**src/rtl/lane_pkg.sv**
```systemverilog
package lane_pkg;
  localparam int unsigned BYTE_W = 8;

  typedef enum logic {
    ACC_WORD = 1'b0,
    ACC_BYTE = 1'b1
  } acc_size_e;
endpackage

```
**src/rtl/lane_req_gen.sv**
```systemverilog
module lane_req_gen
  import lane_pkg::*;
#(
  parameter int unsigned AW = 16,
  parameter int unsigned DW = 16,
  localparam int unsigned NL = DW / BYTE_W,
  localparam int unsigned LW = $clog2(NL)
) (
  input  logic          clk_i,
  input  logic          rst_ni,
  input  logic          req_i,
  input  logic          we_i,
  input  acc_size_e     size_i,
  input  logic [AW-1:0] addr_i,
  input  logic [DW-1:0] wdata_i,
  output logic          mem_req_o,
  output logic          mem_we_o,
  output logic [AW-LW-1:0] mem_addr_o,
  output logic [DW-1:0] mem_wdata_o,
  output logic [NL-1:0] mem_be_o,
  output logic          misalign_o,
  output logic [LW-1:0] lane_o
);
  logic issue;

  assign lane_o     = addr_i[LW-1:0];
  assign misalign_o = req_i && (size_i == ACC_WORD) && (lane_o != '0);
  assign issue      = req_i && !misalign_o;
  assign mem_req_o  = issue;
  assign mem_we_o   = issue && we_i;
  assign mem_addr_o = addr_i[AW-1:LW];

  for (genvar g = 0; g < NL; g++) begin : g_lane
    assign mem_wdata_o[g*BYTE_W +: BYTE_W] =
      (size_i == ACC_BYTE) ? wdata_i[BYTE_W-1:0] : wdata_i[g*BYTE_W +: BYTE_W];
    assign mem_be_o[g] = mem_we_o && ((size_i == ACC_WORD) || (lane_o == LW'(g)));
  end

  // a byte write touches exactly one lane
  p_byte_one_lane_r3: assert property (@(posedge clk_i) disable iff (!rst_ni)
    (req_i && we_i && size_i == ACC_BYTE) |-> ($countones(mem_be_o) == 1));

  // odd word access never reaches memory
  p_misalign_blocked_r7: assert property (@(posedge clk_i) disable iff (!rst_ni)
    (req_i && size_i == ACC_WORD && addr_i[0]) |-> (!mem_req_o && mem_be_o == '0));

  // no lane enabled without a write strobe
  p_be_needs_we_r9: assert property (@(posedge clk_i) disable iff (!rst_ni)
    !mem_we_o |-> (mem_be_o == '0));
endmodule

```
**src/rtl/lane_rd_extract.sv**
```systemverilog
module lane_rd_extract
  import lane_pkg::*;
#(
  parameter int unsigned DW = 16,
  localparam int unsigned NL = DW / BYTE_W,
  localparam int unsigned LW = $clog2(NL)
) (
  input  logic [DW-1:0] word_i,
  input  acc_size_e     size_i,
  input  logic [LW-1:0] lane_i,
  output logic [DW-1:0] data_o
);
  logic [BYTE_W-1:0] lane_b [NL];
  logic [BYTE_W-1:0] sel;

  for (genvar g = 0; g < NL; g++) begin : g_split
    assign lane_b[g] = word_i[g*BYTE_W +: BYTE_W];
  end

  assign sel    = lane_b[lane_i];
  assign data_o = (size_i == ACC_BYTE) ? {{(DW-BYTE_W){sel[BYTE_W-1]}}, sel} : word_i;
endmodule

```
**src/rtl/mem_lane_adapter.sv**
```systemverilog
module mem_lane_adapter
  import lane_pkg::*;
#(
  parameter int unsigned AW = 16,
  parameter int unsigned DW = 16,
  localparam int unsigned NL = DW / BYTE_W,
  localparam int unsigned LW = $clog2(NL)
) (
  input  logic             clk_i,
  input  logic             rst_ni,
  input  logic             req_i,
  input  logic             we_i,
  input  logic             size_i,
  input  logic [AW-1:0]    addr_i,
  input  logic [DW-1:0]    wdata_i,
  output logic [DW-1:0]    rdata_o,
  output logic             rvalid_o,
  output logic             align_err_o,
  output logic             mem_req_o,
  output logic             mem_we_o,
  output logic [AW-LW-1:0] mem_addr_o,
  output logic [DW-1:0]    mem_wdata_o,
  output logic [NL-1:0]    mem_be_o,
  input  logic [DW-1:0]    mem_rdata_i
);
  acc_size_e size_e, size_q;
  logic [LW-1:0] lane, lane_q;
  logic misalign;
  logic rvalid_q, err_q;

  assign size_e = acc_size_e'(size_i);

  lane_req_gen #(.AW(AW), .DW(DW)) u_req (
    .clk_i, .rst_ni, .req_i, .we_i,
    .size_i     (size_e),
    .addr_i, .wdata_i,
    .mem_req_o, .mem_we_o, .mem_addr_o, .mem_wdata_o, .mem_be_o,
    .misalign_o (misalign),
    .lane_o     (lane)
  );

  always_ff @(posedge clk_i or negedge rst_ni) begin
    if (!rst_ni) begin
      rvalid_q <= 1'b0;
      err_q    <= 1'b0;
      size_q   <= ACC_WORD;
      lane_q   <= '0;
    end else begin
      rvalid_q <= req_i && !we_i && !misalign;
      err_q    <= misalign;
      if (req_i && !we_i) begin
        size_q <= size_e;
        lane_q <= lane;
      end
    end
  end

  lane_rd_extract #(.DW(DW)) u_rd (
    .word_i (mem_rdata_i),
    .size_i (size_q),
    .lane_i (lane_q),
    .data_o (rdata_o)
  );

  assign rvalid_o    = rvalid_q;
  assign align_err_o = err_q;

  // strobe only after a read request
  p_rvalid_after_read_r4: assert property (@(posedge clk_i) disable iff (!rst_ni)
    rvalid_o |-> $past(req_i && !we_i));

  // error pulse only after an odd word access, never with a strobe
  p_err_source_r7: assert property (@(posedge clk_i) disable iff (!rst_ni)
    align_err_o |-> ($past(req_i && !size_i && addr_i[0]) && !rvalid_o));

  // byte accesses never flag
  p_byte_no_err_r8: assert property (@(posedge clk_i) disable iff (!rst_ni)
    (req_i && size_i) |=> !align_err_o);

  // byte results are sign-filled
  p_sign_fill_r6: assert property (@(posedge clk_i) disable iff (!rst_ni)
    (rvalid_o && $past(size_i)) |->
      (rdata_o[DW-1:BYTE_W] == {(DW-BYTE_W){rdata_o[BYTE_W-1]}}));
endmodule

```
**config.mk**
```make
export PLATFORM = sky130hd
export DESIGN_NAME = mem_lane_adapter
export DESIGN_NICKNAME = d
export VERILOG_FILES = /design/src/rtl/lane_pkg.sv /design/src/rtl/lane_req_gen.sv /design/src/rtl/lane_rd_extract.sv /design/src/rtl/mem_lane_adapter.sv
export SDC_FILE = /design/constraint.sdc
export NUM_CORES = 1
export LEC_CHECK = 0
export ABC_AREA = 1
export BUFFER_PORTS_ARGS = -buffer_cell sky130_fd_sc_hd__buf_2
export CAP_MARGIN = 20
export CORE_MARGIN = 10
export CORE_UTILIZATION = 30
export DETAILED_ROUTE_END_ITERATION = 6
export HOLD_SLACK_MARGIN = 0.15
export PLACE_DENSITY_LB_ADDON = 0.25
export SYNTH_ARGS = -nofsm -noshare
export SYNTH_HDL_FRONTEND = slang
export SYNTH_HIERARCHICAL = 1
export SYNTH_SLANG_ARGS = --single-unit
```
**constraint.sdc**
```tcl
create_clock -name clk_i -period 1.1 [get_ports clk_i]
set_input_delay 0.165 -clock clk_i [delete_from_list [all_inputs] [get_ports clk_i]]
set_output_delay 0.165 -clock clk_i [all_outputs]
set_load 0.03 [all_outputs]
```
Word-level counts from Yosys, hierarchy flattened --
Index checks and enable logic that the tools add are counted.
Word-level totals: bits in registers 4, input bits 53, output and inout port bits 53, logic and storage cells 25
Cells by class: order comparisons 1, multiplexer cells 5, bitwise gates (word level) 3, reduce and logical (&&, ||, !) cells 12
Operator list (count):
- $mux W8 | 4
- $mux W16 | 1
- $logic_and A1 B1 Y1 | 8
- $ge A2 B2 Y1 const B | 1
- $logic_not A1 Y1 | 2
- $logic_or A1 B1 Y1 | 2
- $not A1 Y1 | 2
- $not A1 Y2 | 1

Depth between registers and ports, before layout --
depth after elaboration 7, gate-level depth with buffers 5, depth with buffers taken out 4

Cells and area by module --
Netlist, hierarchy kept.
By module, submodules not included:
- lane_req_gen | times used 1, cells an instance 61, area each 360.3 µm², sequential area each 0.0 µm²
- lane_rd_extract | times used 1, cells an instance 49, area each 222.7 µm², sequential area each 0.0 µm²
- mem_lane_adapter | times used 1, cells an instance 13, area each 138.9 µm², sequential area each 100.1 µm²

Worst setup path before layout --
Ideal clock, no wire load.
kind reg2out, start point register lane_q, end point output port rdata_o[10], data arrival time 0.942 ns, required time 0.935 ns, setup slack -0.007 ns, cell stages (with the launch flop) 5, buffers on the path 1, cells stage by stage dfrtp_1 buf_6 nand2_1 nand3_4 nand2_1
On the way: longest elaborated chain between the ends 5
RTL lines:
- start, declared | RTL line mem_lane_adapter.sv:27 | logic [LW-1:0] lane, lane_q;
- start signal, assigned | RTL line mem_lane_adapter.sv:53 | lane_q <= lane;
- $not A1 Y2 (implied by the code) | RTL line lane_rd_extract.sv:20 | assign sel = lane_b[lane_i];
- $mux W8 (implied by the code) (3 in series) | RTL line lane_rd_extract.sv:20
- $mux W16 | RTL line lane_rd_extract.sv:21 | assign data_o = (size_i == ACC_BYTE) ? {{(DW-BYTE_W){sel[BYTE_W-1]}}, sel} : word_i;
- end, declared | RTL line mem_lane_adapter.sv:16 | output logic [DW-1:0] rdata_o,
No other way between the ends. The select of a mux whose other input is x is not followed.

Worst setup path after layout --
start point register size_q, end point output port rdata_o[1]
On the way: longest elaborated chain between the ends 1
RTL lines:
- start, declared | RTL line mem_lane_adapter.sv:26 | acc_size_e size_e, size_q;
- start signal, assigned | RTL line mem_lane_adapter.sv:52 | size_q <= size_e;
- $mux W16 | RTL line lane_rd_extract.sv:21
No other way between the ends.

==> key figures <==
Final layout
  – Non-filler cells, final: 211
  – Area grow syn2layout: 56.0%
  – Antenna Cells: 0
  – Fin util: about 50%
  – Final nets: about 240
  – Layout cells sized above 1: 57.4%
  – Fillers: 230

Global route
  – First-pass GRT wire length: ~4500 µm
  – Total track usage: 10.8%
  – Largest net degree at the start of global routing: 11
  – Gr ovfl total: 0
  – Initial antenna violation count: 0
  – Vias in the first global route: 998

Logic synthesis
  – Syn_nets: 176
  – Mapped cell area: a little over 700 µm²
  – Synth area leaders: nand2_1, buf_4, dfrtp_1
  – Yosys warnings: 6
  – Yosys top cell area share: roughly 32%
  – Syn Inst Count: 123
  – Seq/Total Area, Yosys: ~14%
  – Distinct cells, synth: 14
  – Synth area leader: nand2_1
  – Flops & latches, synth: 4
  – Post-Syn Area per Cell: ~5.9 µm²

Hold path
  – Min-Delay Startpoint: we_i
  – Hold Crit Class: in2reg

Power and ir drop
  – LEAKAGE: 0.000734 µW
  – Pwr dens: about 1100 nW/µm²
  – Reg power frac: between 10% and 20%
  – Combinational Power Share: between 70% and 80%
  – Clk pwr share: 14.6%
  – Psw: 604 µW
  – Switching Fraction: between 40% and 50%
  – Internal: around 600 µW
  – Peak supply drop: around 0.00047 V

Timing
  – Final slew viol count: 0
  – Post-route worst setup slack: -252 ps
  – Max Fclk: 739 MHz
  – Final period util: 123%
  – # setup viols final: 16
  – Slew @ Worst Pin: 170 ps
  – Tmin final: approximately 1400 ps
  – Final setup TNS: -3600 ps
  – RSZ-0062 raised after global routing: yes
  – Slew Limit Headroom: 88.7%
  – Layout Skew: 0 ps
  – Final Hold Fails: 0

Drt
  – DRC viols: 0
  – WL final: around 2800 µm
  – Antenna-violating nets left: 0
  – Initial DRC count: slightly above 70
  – DR WL/cell: ~13 µm
  – DR vias/cell: approximately 4.5
  – Pre-antenna DRT Iters: 4
  – Via count: approximately 950

Critical path
  – Worst-path fanout max: 7
  – Critical Path RT: 940 ps
  – Crit path launch: size_q$_DFFE_PN0P_
  – RR Startpoint: size_q$_DFFE_PN0P_
  – Startpoint types: register
  – CP endpoint kind: output pin
  – Critical path class: reg2out
  – Endpoint arrival time on the critical path: between 1000 and 1500 ps

Placement
  – Port-buffer cells: 75
  – Post-DP HPWL: 2270 µm
  – Inst Count DP: 201
  – Final RePlAce weighted congestion: between 0.8 and 0.9

Clock network
  – CTS tree: yes
  – Clock-pin slew on the worst setup and hold paths: about 40 ps
  – Max Root-Sink Buffers: 2
  – H-Tree Depth: 1
  – Worst skew pair latency: 230 ps
  – CTS Root Buffer Type: clkbuf_4
  – CTS Buf Count: 3
  – Clk sinks: 4

Floorplan
  – Std cell rows: 17
  – Core ar.: ~2300 µm²
  – Die X: roughly 69 µm
  – Die ar.: between 4000 and 5000 µm²
  – Initial Util: between 30% and 40%
  – Die height: approximately 69 µm
  – IO Count: roughly 110

Status
  – Status: finished with violations
  – Failing checks: setup timing

Flow run
  – Max-cap viol count: 0
[layout by cell type (no fill, tap or decap), types with 5 or more instances in the layout]
| cell | count |
|---|---|
| inv_1 | 5 |
| buf_6 | 11 |
| nand2_1 | 57 |
| nand2_2 | 7 |
| buf_2 | 59 |
| buf_4 | 12 |
| nand3_1 | 9 |
[power by group through the flow]
stage	clock, µW	combinational, µW	sequential (µW)
after floorplan	0	595	175
after global placement	0	682	189
after detailed placement	0	682	191
after CTS	188	805	186
after global routing	205	915	189
final	178	852	187
[worst max-delay path, cell delays in order (launching register included)]
cell     delay, ps
dfrtp_2        460
buf_4          180
nand3_1         80
nand2_1         60
buf_4          170
[cells in the mapped netlist]
cell / instances
nor2_2: 2
inv_1: 5
nand3_4: 2
clkinv_1: 1
nand2_2: 3
buf_4: 25
dfrtp_1: 4
nand2_4: 1
nand2_1: 62
buf_6: 2
nand3_1: 9
nor2_1: 3
inv_2: 3
inv_8: 1
[routing by layer]
layer  up-vias  routed length (µm)  track usage [%]
met5         -                   0                0
met4         0                  37             6.43
met3        10                 403             6.99
met2        87                1210             15.9
met1       387                1130             11.4
li1        467                   -                -
[what timing repair did]
action	4_1_cts	5_1_grt
pin swaps	0	1
hold endpoints to repair	4	0
endpoints found under the setup margin	16	16
gates cloned	0	1
gates resized for setup	29	8
setup buffers	3	2
hold buffers	1	0
[through the flow]
stage	total power [µW]	setup slack, ps	hold WS [ps]	area, µm²
global placement	871	-92.8	-28.5	937
floorplan	770	-7.12	-131	722
CTS	1180	-236	220	1070
global route	1310	-315	251	1130
detailed placement	874	-126	-27.5	937
finish	1220	-252	228	1130
[registers in the layout (all words and copies together), names as in the netlist]
name / flops
align_err_o: 1
lane_q: 1
rvalid_o: 1
size_q: 1
[cell type report]
class,count,area [µm²],area share (%)
Clock buffer,3,22.5,2.00
Inverter,10,45.0,4.00
Sequential cell,4,103,9.11
Multi-Input combinational cell,83,402,35.7
Timing Repair Buffer,83,519,46.1
Tap cell,28,35.0,3.11
[worst paths after layout]
path / to / slack (ps) / depth (start not counted)
max: rdata_o[1] / -250 / 4
min: lane_q$_DFFE_PN0P_ / 230 / 4
max reg2reg: size_q$_DFFE_PN0P_ / 250 / 3
min reg2reg: lane_q$_DFFE_PN0P_ / 690 / 3
max in group asynchronous: size_q$_DFFE_PN0P_ / 710 / 2
min in group asynchronous: lane_q$_DFFE_PN0P_ / 260 / 2
[logic make-up (layout without fill, tap and decap cells)]
logic type	after synthesis	after routing	synth area share, %
simple gates	82	83	50.8
buf+inv	37	96	35.4
flops	4	4	13.9
No activity file was read; power rests on OpenSTA's default activity.
